### src/rtl/frame_det_pkg.sv
package frame_det_pkg;

  localparam int STATE_W = 2;

  // start state must be all zeros
  typedef enum logic [STATE_W-1:0] {
    ST_START  = 2'b00,
    ST_ONE    = 2'b01,
    ST_TWO_LO = 2'b10,
    ST_TWO_HI = 2'b11
  } fd_state_t;

  function automatic fd_state_t fd_next(input fd_state_t s, input logic b);
    fd_state_t n;
    case (s)
      ST_START: n = ST_ONE;
      ST_ONE:   n = b ? ST_TWO_HI : ST_TWO_LO;
      default:  n = ST_START;
    endcase
    return n;
  endfunction

  function automatic logic fd_hit(input fd_state_t s, input logic b);
    return (s == ST_TWO_HI) && !b;
  endfunction

endpackage

### src/rtl/frame_det_logic.sv
module frame_det_logic
  import frame_det_pkg::*;
(
  input  fd_state_t cur_state,
  input  logic      in_valid,
  input  logic      in_bit,
  output fd_state_t nxt_state,
  output logic      take,
  output logic      hit_now
);
  always_comb begin
    take      = in_valid;
    nxt_state = in_valid ? fd_next(cur_state, in_bit) : cur_state;
    hit_now   = in_valid && fd_hit(cur_state, in_bit);
  end
endmodule

### src/rtl/frame_det_reg.sv
module frame_det_reg
  import frame_det_pkg::*;
(
  input  logic      clk,
  input  logic      rst,
  input  fd_state_t nxt_state,
  input  logic      hit_now,
  output fd_state_t cur_state,
  output logic      detect
);
  always_ff @(posedge clk) begin
    if (rst) begin
      cur_state <= ST_START;
      detect    <= 1'b0;
    end else begin
      cur_state <= nxt_state;
      detect    <= hit_now;
    end
  end
endmodule

### src/rtl/frame_det_top.sv
module frame_det_top
  import frame_det_pkg::*;
(
  input  logic clk,
  input  logic rst,
  input  logic in_valid,
  input  logic in_bit,
  output logic detect
);
  fd_state_t cur_state;
  fd_state_t nxt_state;
  logic      take;
  logic      hit_now;

  frame_det_logic u_logic (
    .cur_state(cur_state),
    .in_valid (in_valid),
    .in_bit   (in_bit),
    .nxt_state(nxt_state),
    .take     (take),
    .hit_now  (hit_now)
  );

  frame_det_reg u_reg (
    .clk      (clk),
    .rst      (rst),
    .nxt_state(nxt_state),
    .hit_now  (hit_now),
    .cur_state(cur_state),
    .detect   (detect)
  );
endmodule

### config.mk
export PLATFORM = sky130hd
export DESIGN_NAME = frame_det_top
export DESIGN_NICKNAME = d
export VERILOG_FILES = /design/src/rtl/frame_det_pkg.sv /design/src/rtl/frame_det_logic.sv /design/src/rtl/frame_det_reg.sv /design/src/rtl/frame_det_top.sv
export SDC_FILE = /design/constraint.sdc
export NUM_CORES = 1
export LEC_CHECK = 0
export BUFFER_PORTS_ARGS = -buffer_cell sky130_fd_sc_hd__buf_4
export CAP_MARGIN = 20
export CELL_PAD_IN_SITES_DETAIL_PLACEMENT = 1
export CELL_PAD_IN_SITES_GLOBAL_PLACEMENT = 1
export CORE_AREA = 2 2 39 41
export DETAILED_ROUTE_END_ITERATION = 10
export DIE_AREA = 0 0 41 43
export MAX_ROUTING_LAYER = met4
export PLACE_DENSITY = 0.3
export SYNTH_ARGS = -nofsm -noshare
export SYNTH_HDL_FRONTEND = slang
export SYNTH_SLANG_ARGS = --single-unit
### constraint.sdc
create_clock -name clk -period 0.85 [get_ports clk]
set_clock_uncertainty 0.05 [all_clocks]
set_input_delay 0.085 -clock clk [delete_from_list [all_inputs] [get_ports clk]]
set_output_delay 0.085 -clock clk [all_outputs]
set_load 0.02 [all_outputs]
**After elaboration in Yosys (flattened, before gate mapping)**

Cells that the tools add are included.

- Bits of input ports: 4
- Output and inout port bits: 1
- Register bits after elaboration: 3

- Reductions and logical operators: 4
- Equality and inequality tests: 2
- Multiplexer cells: 2

Operators with widths:

| kind | count |
|---|---|
| $pmux W2 S2 | 1 |
| $eq A2 B1 Y1 const B | 1 |
| $eq A2 B2 Y1 const B | 1 |
| $logic_and A1 B1 Y1 | 2 |
| $logic_not A2 Y1 | 1 |
| $logic_not A1 Y1 | 1 |
| $mux W1 | 1 |

**Longest topological paths before layout**

- Depth after elaboration: 3
- Mapped depth: 3
- Mapped depth without buffers: 3

**By module**

A second synthesis with hierarchy kept.

- Cell total of the unflattened synthesis: 14
- Area total of the unflattened synthesis: 137.6 um2

By module, submodules not included:

| module | times used | area each (um2) | cells each | sequential area each (um2) |
|---|---|---|---|---|
| frame_det_reg | 1 | 78.8 | 6 | 60.1 |
| frame_det_logic | 1 | 58.8 | 8 | 0.0 |

**Least setup slack after synthesis**

No wires, ideal clock.

- Path kind: flip-flop to flip-flop
- Start point: reg u_reg.cur_state[1]
- End point: reg u_reg.cur_state[1]
- Buffers on the path: 0
- Period minus slack after synthesis: 833 ps
- Setup time: 62 ps
- Cell stages (with the launch flop): 4
- Arrival time: 721 ps
- Path slack: 17 ps
- Cell sequence: dfxtp_1 inv_1 mux2_4 nor2_2

- Cells in the longest elaborated chain, start to end: 2
- Elaborated cells on any way between the ends: 3
- Those cells by class: eq/ne: 1; mux: 1; reduce/logical: 1

RTL lines:

| element | RTL line | text |
|---|---|---|
| start: declaration | frame_det_reg.sv:8 | `output fd_state_t cur_state,` |
| start signal: assignment | frame_det_reg.sv:16 | `cur_state <= nxt_state;` |
| $eq A2 B1 Y1 or $logic_not A2 Y1 (tied branches) | frame_det_pkg.sv:15 | `case (s)` |
| $pmux W2 S2 * | frame_det_pkg.sv:15 |  |

Mark *: on every way between the ends. The rest lies on a longest branch, timed or not.
A chain may end at the register's enable or synchronous reset.

**Worst setup path after layout**

- Start point: reg u_reg.cur_state[0]
- End point: reg u_reg.cur_state[0]

Same word-level chain as after synthesis.

==> metrics.md <==
| Metric | Value |
|---|---|
| Run status | complete, but fails checks |
| Failing checks | hold timing |
| Layout overhead on the synthesized area | 64.6% |
| Largest net degree at the start of global routing | 5 |
| Hpwl dp | 207 um |
| Cts bufs inserted | 3 |
| Final slew viol count | 0 |
| Postcts setup bufs | 0 |
| Largest stage delay on the critical path | 0.32 ns |
| Row cnt | 14 |
| Worst slew pin tran | 0.250 ns |
| HP Class | in -> reg |
| N_diodes | 0 |
| Fmax | 1180 MHz |
| Crit path max fanout | 3 |
| GP Congestion | 0.572 |
| Vias in the first global route | 113 |
| Fin. Hold Viols | 3 |
| Clk root buf | clkbuf_4 |
| Main synth FF type | dfxtp_1 |
| CP required | 0.92 ns |
| First-pass GRT wire length | 489 um |
| Tot Pwr | 0.441 mW |
| Vias/cell | 2.97 |
| Total track usage | 0.0462 |
| Power per cell area | 2230 nW/um^2 |
| Post-Syn Area | 120 sq um |
| Critical path startpoint category | flop |
| WP data arrival | 0.92 ns |
| Die Y | 43 um |
| Worst Hold Margin | -0.0223 ns |
| Share of cells above drive strength 1 | 0.600 |
| Final min period | 0.848 ns |
| First DRT Iteration DRCs | 0 |
| Die ar. | 1760 sq um |
| Final wirelength | 270 um |
| # IOs | 5 |
| Antenna-violating nets left | 0 |
| Routed length per instance | 7.50 um |
| Syn nets | 16 |
| Syn Inst Count | 12 |
| Area of the core | 1380 sq um |
| Fin nets | 25 |
| Seq cells post-synth | 3 |
| Slowest CP cell | dfxtp_2 |
| Post-synth EDFFs | 0 |
| Clock slew at reported path FFs | 0.04 ns |
| CTS Sinks | 3 |
| DR DRC count | 0 |
| Fin util | 0.143 |
| H-tree depth | 1 |
| Final worst-path cycle share | 0.998 |
| IO buf count | 4 |
| Die Width | 41 um |
| Initial antenna violation count | 0 |
| Clock Latency Late Sink | 0.23 ns |
| CP endpoint kind | flop |
| Post-synth cell types | 10 |
| Top cells by area, synth | dfxtp_1 50%, mux2_4 13%, and2b_2 7.3%, a31oi_1 5.2%, nand2b_1 5.2% |
| DR vias | 107 |
| RSZ-0062 raised after global routing | true |
| Synth warn | 0 |
| First-pass DRT Iterations | 1 |
| Max-slew headroom | 0.832 |
| Initial core utilization | 0.0868 |
| Post-synth ARST share | 0 |
| Leakage | 0.0840 nW |
| Cell taking the most area after synthesis | dfxtp_1 |
| Final-report setup violation count | 0 |
| CTS Buffer Depth | 2 |
| Number of max-cap violations | 0 |
| Avg Cell Area, Syn | 10.0 sq um |
| Seq/Total Area, Yosys | 0.500 |
| Final global-route overflow total | 0 |
| Crit-path cells | and2b_2, a31oi_1, nor2_1 |
| Most common cell in the netlist | dfxtp_1 |
| Peak supply drop | 0.256 mV |
| TritonCTS clock tree | yes |
| Synth top area share | 0.500 |
| CP Class | reg -> reg |
## metal layers
metal  global-route usage  part of all wire
met1               0.0545              0.45
met2               0.0500              0.44
met3               0.0157              0.11
met4               0.0600                 0
met5                    -                 0
## state kept, by name, indices dropped and copies added, names as in the netlist
name	cells
u_reg.detect	1
u_reg.cur_state	2
## through the flow
step	setup WS (ns)	setup TNS (ns)	instances	cell area (sq um)	hold WS [ns]
global placement	-0.0312	-0.0312	32	170	0.221
CTS	-0.00254	-0.00254	36	198	-0.0355
finish	0.00161	0	36	198	-0.0223
detailed placement	-0.0338	-0.0351	32	170	0.220
global route	-0.0344	-0.0897	36	198	-0.0285
floorplan	0.0169	0	12	120	0.101
## final timing paths
path / from / to / slack [ns] / depth (start not counted)
worst min-delay path: in_bit / u_reg.detect$_SDFF_PP0_ / -0.02 / 2
worst min register to register: u_reg.cur_state[1]$_SDFFE_PP0P_ / u_reg.detect$_SDFF_PP0_ / 0.43 / 2
worst max-delay path: u_reg.cur_state[0]$_SDFFE_PP0P_ / u_reg.cur_state[0]$_SDFFE_PP0P_ / 0.002 / 3
worst max register to register: u_reg.cur_state[0]$_SDFFE_PP0P_ / u_reg.cur_state[0]$_SDFFE_PP0P_ / 0.002 / 3
## cell type report
cell class | instances | area [sq um]
fillers | 171 | 1190
flip-flops and latches | 3 | 61.3
multi-input cells | 8 | 56.3
repair buffers | 4 | 30.0
clock buffers | 4 | 26.3
well taps | 16 | 20.0
inverters | 1 | 3.75
## timing repair
action                                 in CTS  in global routing
setup endpoints to repair                   2                  3
endpoints found under the hold margin       3                  3
resized for setup                           2                  0
## cells in the final DEF (no fill, tap or decap)
master / count
nor2_2: 1
dfxtp_1: 2
clkbuf_1: 1
inv_2: 1
and2b_2: 1
nand2_1: 1
nor2_1: 1
a31oi_1: 1
mux2_4: 1
clkbuf_4: 3
nor4_1: 1
buf_4: 4
dfxtp_2: 1
nand2b_1: 1
## kinds of logic (layout without fill, tap and decap cells)
| logic type | count (synthesis) | after routing | synth area share |
|---|---|---|---|
| AND/OR/NAND/NOR | 6 | 6 | 0.292 |
| AO/OA/AOI/OAI | 1 | 1 | 0.0521 |
| buffers and inverters | 1 | 9 | 0.0312 |
| flip-flops | 3 | 3 | 0.500 |
| multiplexers | 1 | 1 | 0.125 |
## critical path, delay by kind of cell (launching register included)
family / cells / cell delay, ns
simple gates: 2 / 0.23
flops: 1 / 0.32
compound gates: 1 / 0.13
## power by group
part	leakage [nW]	switching (mW)	internal (mW)
Clock	0.0150	0.0769	0.176
Combinational	0.0442	0.0143	0.0217
Sequential	0.0248	0.00388	0.148
Total	0.0840	0.0951	0.346
Power figures use the tool's default switching activity.
